$ cat config.mk
export PLATFORM = sky130hd
export DESIGN_NAME = cond_branch_unit
export DESIGN_NICKNAME = d
export VERILOG_FILES = /design/src/rtl/cbu_pkg.sv /design/src/rtl/cbu_cond_eval.sv /design/src/rtl/cbu_target_calc.sv /design/src/rtl/cbu_result_stage.sv /design/src/rtl/cond_branch_unit.sv
export SDC_FILE = /design/constraint.sdc
export NUM_CORES = 1
export LEC_CHECK = 0
export BUFFER_PORTS_ARGS = -buffer_cell sky130_fd_sc_hd__buf_2
export CAP_MARGIN = 15
export CORE_ASPECT_RATIO = 2
export CORE_UTILIZATION = 55
export DETAILED_ROUTE_END_ITERATION = 7
export HOLD_SLACK_MARGIN = 0.15
export PLACE_DENSITY = 0.85
export SYNTH_ARGS = -nofsm -noshare
export SYNTH_HDL_FRONTEND = slang
export SYNTH_SLANG_ARGS = --single-unit
$ cat constraint.sdc
create_clock -name clk -period 7 [get_ports clk]
set_input_delay 1.05 -clock clk [delete_from_list [all_inputs] [get_ports clk]]
set_output_delay 1.05 -clock clk [all_outputs]
set_load 0.05 [all_outputs]
$ cat src/rtl/cbu_pkg.sv
package cbu_pkg;
  localparam int FLAG_W = 5;
  localparam int SEL_W  = 4;

  typedef struct packed {
    logic sat;
    logic c;
    logic v;
    logic s;
    logic z;
  } cbu_flags_t;

  typedef enum logic [SEL_W-1:0] {
    CC_OVF   = 4'h0,
    CC_CRY   = 4'h1,
    CC_ZER   = 4'h2,
    CC_ULE   = 4'h3,
    CC_NEG   = 4'h4,
    CC_ALW   = 4'h5,
    CC_SLT   = 4'h6,
    CC_SLE   = 4'h7,
    CC_NOVF  = 4'h8,
    CC_NCRY  = 4'h9,
    CC_NZER  = 4'hA,
    CC_UGT   = 4'hB,
    CC_POS   = 4'hC,
    CC_SATD  = 4'hD,
    CC_SGE   = 4'hE,
    CC_SGT   = 4'hF
  } cbu_cond_e;
endpackage

$ cat src/rtl/cbu_cond_eval.sv
module cbu_cond_eval
  import cbu_pkg::*;
(
  input  cbu_flags_t        flags,
  input  logic [SEL_W-1:0]  sel,
  output logic              hit
);
  localparam int NBASE = 2 ** (SEL_W - 1);
  localparam logic [SEL_W-2:0] SAT_SLOT = 3'd5;

  logic [NBASE-1:0] base;
  logic             slt;

  // Lower half of the code space holds the plain terms; upper half negates
  // them, except the "always" slot which is reused for the saturation test.
  always_comb begin
    slt     = flags.s ^ flags.v;
    base    = '0;
    base[0] = flags.v;
    base[1] = flags.c;
    base[2] = flags.z;
    base[3] = flags.c | flags.z;
    base[4] = flags.s;
    base[5] = 1'b1;
    base[6] = slt;
    base[7] = slt | flags.z;
  end

  logic [SEL_W-2:0] idx;
  logic             pick;

  always_comb begin
    idx  = sel[SEL_W-2:0];
    pick = base[idx];
    if (!sel[SEL_W-1])
      hit = pick;
    else if (idx == SAT_SLOT)
      hit = flags.sat;
    else
      hit = ~pick;
  end
endmodule

$ cat src/rtl/cbu_target_calc.sv
module cbu_target_calc #(
  parameter int XLEN    = 32,
  parameter int DISP_W  = 9,
  parameter int PC_STEP = 2
) (
  input  logic [XLEN-1:0]   pc,
  input  logic [DISP_W-1:0] disp,
  input  logic              taken,
  output logic [XLEN-1:0]   next_pc
);
  localparam int EXT_W = XLEN - DISP_W;

  logic [XLEN-1:0] disp_ext;
  logic [XLEN-1:0] jump_pc;
  logic [XLEN-1:0] seq_pc;

  always_comb begin
    disp_ext = {{EXT_W{disp[DISP_W-1]}}, disp};
    jump_pc  = pc + disp_ext;
    seq_pc   = pc + XLEN'(PC_STEP);
    next_pc  = taken ? jump_pc : seq_pc;
  end
endmodule

$ cat src/rtl/cbu_result_stage.sv
module cbu_result_stage #(
  parameter int WIDTH = 33
) (
  input  logic             clk,
  input  logic             rst_n,
  input  logic             in_valid,
  output logic             in_ready,
  input  logic [WIDTH-1:0] in_data,
  output logic             out_valid,
  input  logic             out_ready,
  output logic [WIDTH-1:0] out_data
);
  logic             full_q;
  logic [WIDTH-1:0] data_q;
  logic             load;

  always_comb begin
    in_ready = ~full_q | out_ready;
    load     = in_valid & in_ready;
  end

  always_ff @(posedge clk) begin
    if (!rst_n) begin
      full_q <= 1'b0;
    end else if (load) begin
      full_q <= 1'b1;
    end else if (out_ready) begin
      full_q <= 1'b0;
    end
  end

  always_ff @(posedge clk) begin
    if (load) data_q <= in_data;
  end

  assign out_valid = full_q;
  assign out_data  = data_q;
endmodule

$ cat src/rtl/cond_branch_unit.sv
module cond_branch_unit
  import cbu_pkg::*;
#(
  parameter int XLEN    = 32,
  parameter int DISP_W  = 9,
  parameter int PC_STEP = 2
) (
  input  logic              clk,
  input  logic              rst_n,
  input  logic [4:0]        flags_i,
  input  logic [3:0]        cond_sel_i,
  input  logic [XLEN-1:0]   pc_i,
  input  logic [DISP_W-1:0] disp_i,
  input  logic              req_valid_i,
  output logic              req_ready_o,
  output logic              cond_true_o,
  output logic [XLEN-1:0]   setf_word_o,
  output logic              res_valid_o,
  input  logic              res_ready_i,
  output logic              res_taken_o,
  output logic [XLEN-1:0]   res_next_pc_o
);
  localparam int PAY_W = XLEN + 1;

  cbu_flags_t      flags;
  logic            hit;
  logic [XLEN-1:0] next_pc;
  logic [PAY_W-1:0] pay_in;
  logic [PAY_W-1:0] pay_out;

  assign flags = cbu_flags_t'(flags_i);

  cbu_cond_eval u_eval (
    .flags (flags),
    .sel   (cond_sel_i),
    .hit   (hit)
  );

  cbu_target_calc #(
    .XLEN    (XLEN),
    .DISP_W  (DISP_W),
    .PC_STEP (PC_STEP)
  ) u_target (
    .pc      (pc_i),
    .disp    (disp_i),
    .taken   (hit),
    .next_pc (next_pc)
  );

  assign pay_in = {hit, next_pc};

  cbu_result_stage #(
    .WIDTH (PAY_W)
  ) u_stage (
    .clk       (clk),
    .rst_n     (rst_n),
    .in_valid  (req_valid_i),
    .in_ready  (req_ready_o),
    .in_data   (pay_in),
    .out_valid (res_valid_o),
    .out_ready (res_ready_i),
    .out_data  (pay_out)
  );

  assign cond_true_o   = hit;
  assign setf_word_o   = {{(XLEN-1){1'b0}}, hit};
  assign res_taken_o   = pay_out[PAY_W-1];
  assign res_next_pc_o = pay_out[XLEN-1:0];
endmodule

==> run summary, run 1 <==
The flow ran to the end, and the final reports show no timing, DRC or antenna violations. The first detailed-routing pass took 5 iterations. The core region is 0.00667 mm^2. The sequential area share after synthesis came out at 0.265.

Die outline area: 0.00730 mm^2. The area share of the largest cell type after synthesis came out at 0.260. The number of top-level design ports came out at 122. The number of placed instances, taps included, is 629.

Fill cells in the final layout number 588. The tools report the number of buffers added for setup after CTS as 0. The worst IR drop on VDD is 0.0000991 V. After synthesis, the netlist uses 56 different library cells.

The endpoint class of the critical path was a primary output. Setup repair after global routing left no endpoint under its margin. The synthesized design contains 34 register bits.

From synthesis to final layout, the design area changed by 16.3%. The total power divided by cell area came out at 216 mW/mm^2. The number of buffers and inverters on the critical path is 4. The via count of the first global-routing pass came out at 3588. The tools report the maximum number of pins on one net before global-route repair as 59. The final clock period utilization by the worst path came out at 0.588. Walking the worst path, the cells encountered are buf_2, nand2_1, xor2_1, a31oi_1, mux2i_4, buf_4, inv_2, buf_2. The tree is rooted in a clkbuf_16. Async set-reset flop share out of synthesis: 0. The mean instance size in the synthesized netlist works out to 8.28 um^2. The number of antenna diodes in the final layout is 0. The first-pass GRT wire length was 16100 um; the layout cell share with drive strength beyond 1 was 0.204.

Leakage power: 1.96 nW. Worst clock skew on the final layout: 0.00306 ns. The headroom to the max-slew limit was 0.610. The hold violation total from the final report was 0; the post-route worst hold slack was 0.543 ns. The run gives 0.572 as the initial standard-cell utilization of the core. The run gives 0.28 ns as the clock insertion delay at the later pin of the skew report.

The detailed-placement wirelength estimate was 7900 um. The biggest cell delay along the critical path is 0.50 ns. For this run, the leading register cell type out of synthesis is edfxtp_1.

The tools report the remaining global-route overflow as 0. The startpoint identified for the worst register-to-register timing path is u_stage.out_valid. By area the synthesized netlist is led by edfxtp_1 (26%), ha_1 (10%), xnor2_1 (7.1%). TritonCTS built the clock tree. The tools report the final number of max-transition violations as 0. The longest clock path from root to sink contains 2 buffers. Clock-pin slew was measured on the worst setup and hold paths at 0.05 ns.

For the pin with the worst max-slew slack, the measured transition is 0.583 ns. For the overall global routing resource usage, the log shows 0.291. The startpoint of the lowest-slack hold path is u_stage.out_valid. For the worst setup path, the data required time is 5.95 ns.

The share of the core filled with cells in the final layout was 0.665; the post-route DRC violation count was 0. The logs give 0 for the initial antenna violation count and 0.00382 mm^2 for the area of the mapped netlist. The number of violations reported at the end of detailed-routing iteration 0 was 211; the total CTS buffers was 5. Setup violations remaining at the end of the flow were counted as 0.

The peak clock frequency supported by timing was 243 MHz. Summed over all instances, the cell type with the most area after synthesis is edfxtp_1. Port buffering added 90 buffers. Data arrives at the worst endpoint at 3.07 ns. The tools report the routability congestion estimate from global placement as 0.925.

The detailed-route via count was 3704; the final instance count without filler cells was 637. The synthesized instance count was 461. The worst hold path class was flop to flop. Across the run, the number of max-cap violations was 0. The tools report the maximum level of the CTS H-tree as 2.

For the footprint of the multi-input gates, the log shows 0.00261 mm^2. The number of enable-type register cells in the synthesized netlist was 33; the average wire per standard cell was 15.7 um. The area taken by flip-flops and latches was 0.00101 mm^2.

The setup path with the least slack is of type input port to primary output. Measured along the y axis, the die boundary spans 120 um. The post-CTS resize count was 0; the total power draw was 0.960 mW. Yosys printed 0 warnings. The worst setup path is launched from an input port. For the sink count of the clock tree, the log shows 34. Family with the most delay on the worst path: buffers and inverters. The final net count was 635; the via density per instance was 5.81.

The number of hold buffers added after CTS was 0. In this run the core area contains 42 standard-cell rows. For this design, the slowest cell found on the critical path is buf_4. The floorplan step set the die width to 60.9 um. The number of nets still failing antenna checks after routing came out at 0. The most common cell type on the critical path was buf_2.

The routed design has 10000 um of wire. The largest driver fanout on the critical path works out to 58. Minimum clock period after layout: 4.12 ns. For the aggregate negative setup slack, the log shows 0 ns. The start point of the critical path is cond_sel_i[1].
## cells by family (layout without fill, tap and decap cells)
logic type | after synthesis | count (layout) | synth area share
AO/OA/AOI/OAI | 129 | 129 | 0.208
other | 1 | 31 | 0.000983
flip-flops | 34 | 34 | 0.265
buffers and inverters | 53 | 111 | 0.0839
adder cells (fa/ha/maj) | 33 | 33 | 0.110
AND/OR/NAND/NOR | 152 | 152 | 0.194
multiplexers | 5 | 5 | 0.0138
XOR/XNOR | 54 | 54 | 0.124
## stage by stage
| stage | worst slack (ns) | area (um^2) |
|---|---|---|
| floorplan | 3.59 | 3930 |
| global placement | 3.06 | 4240 |
| detailed placement | 2.95 | 4240 |
| CTS | 2.92 | 4440 |
| global route | 2.65 | 4440 |
| finish | 2.88 | 4440 |
## cells in the final DEF (no fill, tap or decap), types with 5 or more instances in the layout
cell,instances
xor2_1,23
a21oi_1,38
conb_1,31
a31oi_1,9
a211oi_1,7
nand4_1,8
clkbuf_16,5
inv_1,10
o21ai_0,35
buf_2,90
and3_1,9
nor2_1,32
o21bai_1,5
nor3_1,7
nand2_1,51
ha_1,32
edfxtp_1,33
a21o_1,14
xnor2_1,31
nand3_1,14
## state kept, by name (all words and copies together) (netlist names)
name and flops:
u_stage.out_data 33, u_stage.out_valid 1
## final timing paths
| kind | end | slack [ns] | cells past startpoint |
|---|---|---|---|
| setup / recovery | cond_true_o | 2.88 | 8 |
| hold / removal | u_stage.out_valid | 0.54 | 2 |
| setup reg to reg | u_stage.out_data[25] | 5.75 | 3 |
| hold reg to reg | u_stage.out_valid | 0.54 | 2 |
## cells in the mapped netlist (3+ instances only)
master and count:
or3_1 3, clkbuf_1 7, a21oi_1 38, and4_1 3, nand4_1 8, nor4_1 3, nand2_1 51, a31oi_1 9
inv_1 10, a21o_1 14, and3_1 9, buf_4 32, o21bai_1 5, or2_2 3, o2111ai_1 3, nor2_1 32
nand2b_1 3, edfxtp_1 33, nor3_1 7, a211oi_1 7, o21ai_0 35, mux2i_1 3, and2_1 4, xor2_1 23
nand3_1 14, ha_1 32, xnor2_1 31
## final cells by class
class                           count  share of cell area
Clock buffer                        6              0.0313
Clock inverter                      2              0.0135
Inverter                           11             0.00931
Multi-Input combinational cell    404               0.588
Sequential cell                    34               0.228
Tap cell                           88              0.0248
Timing Repair Buffer               92               0.105
## power breakdown
group | internal, mW | switching [mW]
Sequential | 0.258 | 0.00635
Clock | 0.213 | 0.0786
Combinational | 0.120 | 0.283
Total | 0.592 | 0.368
## worst min-delay path: cells and delay by family, from the launching register on
kind	cells	cell delay [ns]
AOI/OAI and AO/OA	1	0.09
DFF	1	0.31
and+or+nand+nor	1	0.09
## metal layers
metal | share of wire | global-route usage
met5 | 0 | 0
met1 | 0.34 | 0.279
met4 | 0.048 | 0.153
met3 | 0.048 | 0.0366
met2 | 0.57 | 0.556
No activity file was read; power rests on OpenSTA's default activity.
==> inputs of run 2 (changes only) <==
ABC_AREA = 1   (was default)
PLACE_DENSITY = 0.82   (was 0.85)
clock period = 4.2 ns   (was 7 ns; I/O delays follow)
==> run summary, run 2 <==
The maximum level of the CTS H-tree was 2 (unchanged); the transition time of the tightest slew-check pin was 1.01 ns (+0.424 ns). The required time of the critical path came out at 3.57 ns (-2.38 ns). Counting instances in the post-synthesis netlist gives the leading cell types as nand2_1 (340), inv_1 (154), nor2_1 (77), nand3_1 (55), edfxtp_1 (33). For the count of standard-cell rows, the log shows 49 (+17%). The number of violations reported at the end of detailed-routing iteration 0 is 361 (+71%), and the post-CTS resize count is 0 (unchanged). The tools report the worst IR drop on VDD as 0.000178 V (+80%).

The height of the chip was 137 um (+15%); the number of synthesis warnings was 0 (unchanged). The area growth from synthesis to layout was 11.9%. TritonCTS built the clock tree. The headroom to the max-slew limit is 0.327 (-0.283), and the core outline area is 0.00895 mm^2 (+34%). The detailed-placement wirelength estimate is 13000 um (+65%), and the sequential group share of total power is 0.257 (-0.018). The number of flip-flops under the largest register name was 33 (unchanged); the final net count was 1039 (+64%). Tracing the worst setup path back leads to its startpoint at cond_sel_i[1]. The initial standard-cell utilization of the core is 0.564 (-0.00806). For the count of antenna diodes in the layout, the log shows 0 (unchanged). In the synthesized netlist the dominant register cell turns out to be edfxtp_1. The worst register-to-register path begins at u_stage.out_valid. The average wire per standard cell was 14.5 um (-7.6%). Total power divided by cell area: 305 mW/mm^2 (+41%). The count of input and output buffers came out at 90 (unchanged). The number of buffers added for setup after CTS is 0 (unchanged), and the switching power as a share of total power is 0.430 (+0.0461). The hold-fix buffer count after cts came out at 0 (unchanged).

The tools report the total CTS buffers as 5 (unchanged). The simple-gate share of the synthesized area is 0.430 (+0.236), and the synthesized flop and latch total is 34 (unchanged). The arithmetic-cell share of the synthesized area counting full adders, half adders and majority gates is 0.0833 (-0.0269). For this run, the top clock speed supported by timing is 377 MHz. The run gives 0 (unchanged) as the post-route DRC violation count. For the number of max-cap violations, the log shows 0 (unchanged). The sequential area share after synthesis was 0.200 (-0.0646); the net switching power figure was 0.740 mW (+100%).

The run gives 0 (unchanged) as the hold violation total from the final report. The area share of the largest cell type after synthesis is 0.253 (-0.00676), and the overall global routing resource usage is 0.326 (+0.0352). The root cell of the clock tree is clkbuf_16. The number of nets still failing antenna checks after routing was 0 (unchanged); the sink count of the clock tree was 34 (unchanged). The dominant combinational cell family by area after synthesis was simple AND/OR/NAND/NOR gates. Critical path start-end classification: input port to primary output. By area the synthesized netlist is led by nand2_1 (25%), edfxtp_1 (20%), inv_1 (11%). The tools report the endpoint class of the critical path as a primary output. The tools report the clock insertion delay at the later pin of the skew report as 0.28 ns (about the same). The clock-pin slew of the registers on the worst-case setup and hold paths works out to 0.06 ns (about the same). The logs give 32 (-43%) for the number of unique standard cell types used by synthesis and 1.03 (+11%) for the routability congestion estimate from global placement. For the part of the power in combinational logic, the log shows 0.466 (+0.046). The post-route worst hold slack was 0.558 ns (+0.0156 ns); the mean instance size in the synthesized netlist was 5.85 um^2 (-29%).

The worst clock skew on the final layout is 0.00349 ns (+0.000432 ns), and the share of total power in the clock network is 0.277 (-0.027). The tools report the detailed-route via count as 5470 (+48%). The fraction of synthesized area in multiplexers was 0 (-0.0138); the number of failing setup endpoints in the final timing report was 0 (unchanged). Die outline area: 0.00959 mm^2 (+31%).

The tools report the detailed-router iteration count before antenna repair as 6 (+1). The xor-xnor portion of the synthesized cell area was 0.0625 (-0.0614). The logs give 15300 um (+53%) for the total wire length and 23900 um (+49%) for the first-pass GRT wire length. The worst path in the final design needs a cycle of 2.65 ns, including I/O delays and setup.

Leading cell type in the layout, fill and taps excluded: nand2_1. The final clock period utilization by the worst path was 0.632. The largest driver fanout on the critical path was 14 (-76%); the initial antenna violation count was 0 (unchanged).

The tools report the leakage power as 3.15 nW (+61%). The fraction of the mapped netlist area in compound gates came out at 0.0476 (-0.161). nand2_1 takes more of the synthesized area than any other cell. Worst hold path class: flop to flop. The number of top-level design ports was 122 (unchanged); the via count of the first global-routing pass was 5095 (+42%). Internal portion of total power: 0.983 mW (+66%).

The async set-reset flop share out of synthesis is 0 (unchanged), and the number of enable-type register cells in the synthesized netlist is 33 (unchanged). The final number of max-transition violations was 0 (unchanged). The remaining global-route overflow was 0 (unchanged). The die outline width is 69.7 um (+14%), and the maximum buffer depth of the clock tree is 2 (unchanged). The aggregate negative setup slack is 0 ns (unchanged). The logs give 39 (-34%) for the maximum number of pins on one net before global-route repair and 1.55 ns (-1.34 ns) for the final worst setup slack. The via density per instance works out to 5.18 (-11%). The layout cell share with drive strength beyond 1 works out to 0.121 (-0.0833).

STA classifies the critical path startpoint as an input port. The library cells used most frequently in the layout, excluding fill and tap cells, are nand2_1 (340), inv_1 (154), buf_2 (90). The data arrival time of the critical path is 2.02 ns (-1.05 ns), and the total power draw is 1.72 mW (+80%). By instance count, the leading cell after synthesis is nand2_1. In this run the most critical hold path is launched from u_stage.out_valid. Worst slack at placement: 1.35 ns (-1.60 ns). The logs give 862 (+87%) for the synthesized instance count and 0.00505 mm^2 (+32%) for the area of the mapped netlist. Setup repair after global routing left no endpoint under its margin. The filler cell count in the final layout came out at 920 (+56%). The flow ran to the end, and the final reports show no timing, DRC or antenna violations.
-- run 2: changes by cell type in the layout (fill, tap and decap cells not counted), moves of 8 or more --
cell,change
nor3_1,+8
a31oi_1,-9
nor2_1,+45
nand4_1,+8
nand2_1,+289
a21oi_1,-20
nand3_1,+41
xnor2_1,-11
a21o_1,-13
and3_1,-9
inv_1,+144
o21ai_0,-22
-- run 2: critical path, cell delays in order --
cell and delay, ns:
buf_2 0.10, inv_1 0.05, a21oi_1 0.12, nand2_1 0.06, nand2_1 0.07, nand2_2 0.06, nand2_1 0.07, nand2_2 0.07
a21oi_4 0.43, buf_2 0.36
-- run 2: worst paths after layout --
check,end,slack (ns),depth (start not counted)
min reg2reg,u_stage.out_valid,0.56,2
max,setf_word_o[0],1.55,10
min,u_stage.out_valid,0.56,2
max reg2reg,u_stage.out_data[12],2.66,1
-- run 2: cells by family after synthesis --
kind of cell / Yosys count
simple gates: 524
buf+inv: 193
compound gates: 41
xor+xnor: 36
flops: 34
fa+ha+maj: 33
other cells: 1
-- run 2: power groups by stage --
| stage | combinational, mW | clock, mW | sequential, mW |
|---|---|---|---|
| after floorplan | 0.478 | 0 | 0.593 |
| after global placement | 0.790 | 0 | 0.448 |
| after detailed placement | 0.793 | 0 | 0.449 |
| after CTS | 0.796 | 0.480 | 0.443 |
| after global routing | 0.876 | 0.499 | 0.446 |
| final | 0.804 | 0.477 | 0.442 |
-- run 2: cell type report --
cell class	count	area, um^2	area share
Inverter	155	582	0.103
Multi-Input combinational cell	665	3280	0.580
Clock buffer	5	125	0.0222
Tap cell	102	128	0.0226
Sequential cell	34	1010	0.179
Clock inverter	3	68.8	0.0122
Timing Repair Buffer	91	458	0.0811
-- run 2: through the flow --
| step | cells | util | instance area, um^2 |
|---|---|---|---|
| 4_1_cts | 1055 | 0.631 | 5650 |
| 3_3_place_gp | 1047 | 0.609 | 5450 |
| 2_1_floorplan | 892 | - | 5160 |
| 5_1_grt | 1055 | 0.631 | 5650 |
| 6_report | 1055 | 0.631 | 5650 |
| 3_5_place_dp | 1047 | 0.609 | 5450 |
-- run 2: routing by layer --
| layer | up-vias | part of all wire | GRT usage |
|---|---|---|---|
| li1 | 2778 | - | - |
| met1 | 2408 | 0.35 | 0.326 |
| met2 | 223 | 0.53 | 0.625 |
| met3 | 61 | 0.046 | 0.0176 |
| met4 | 0 | 0.075 | 0.247 |
| met5 | - | 0 | 0 |
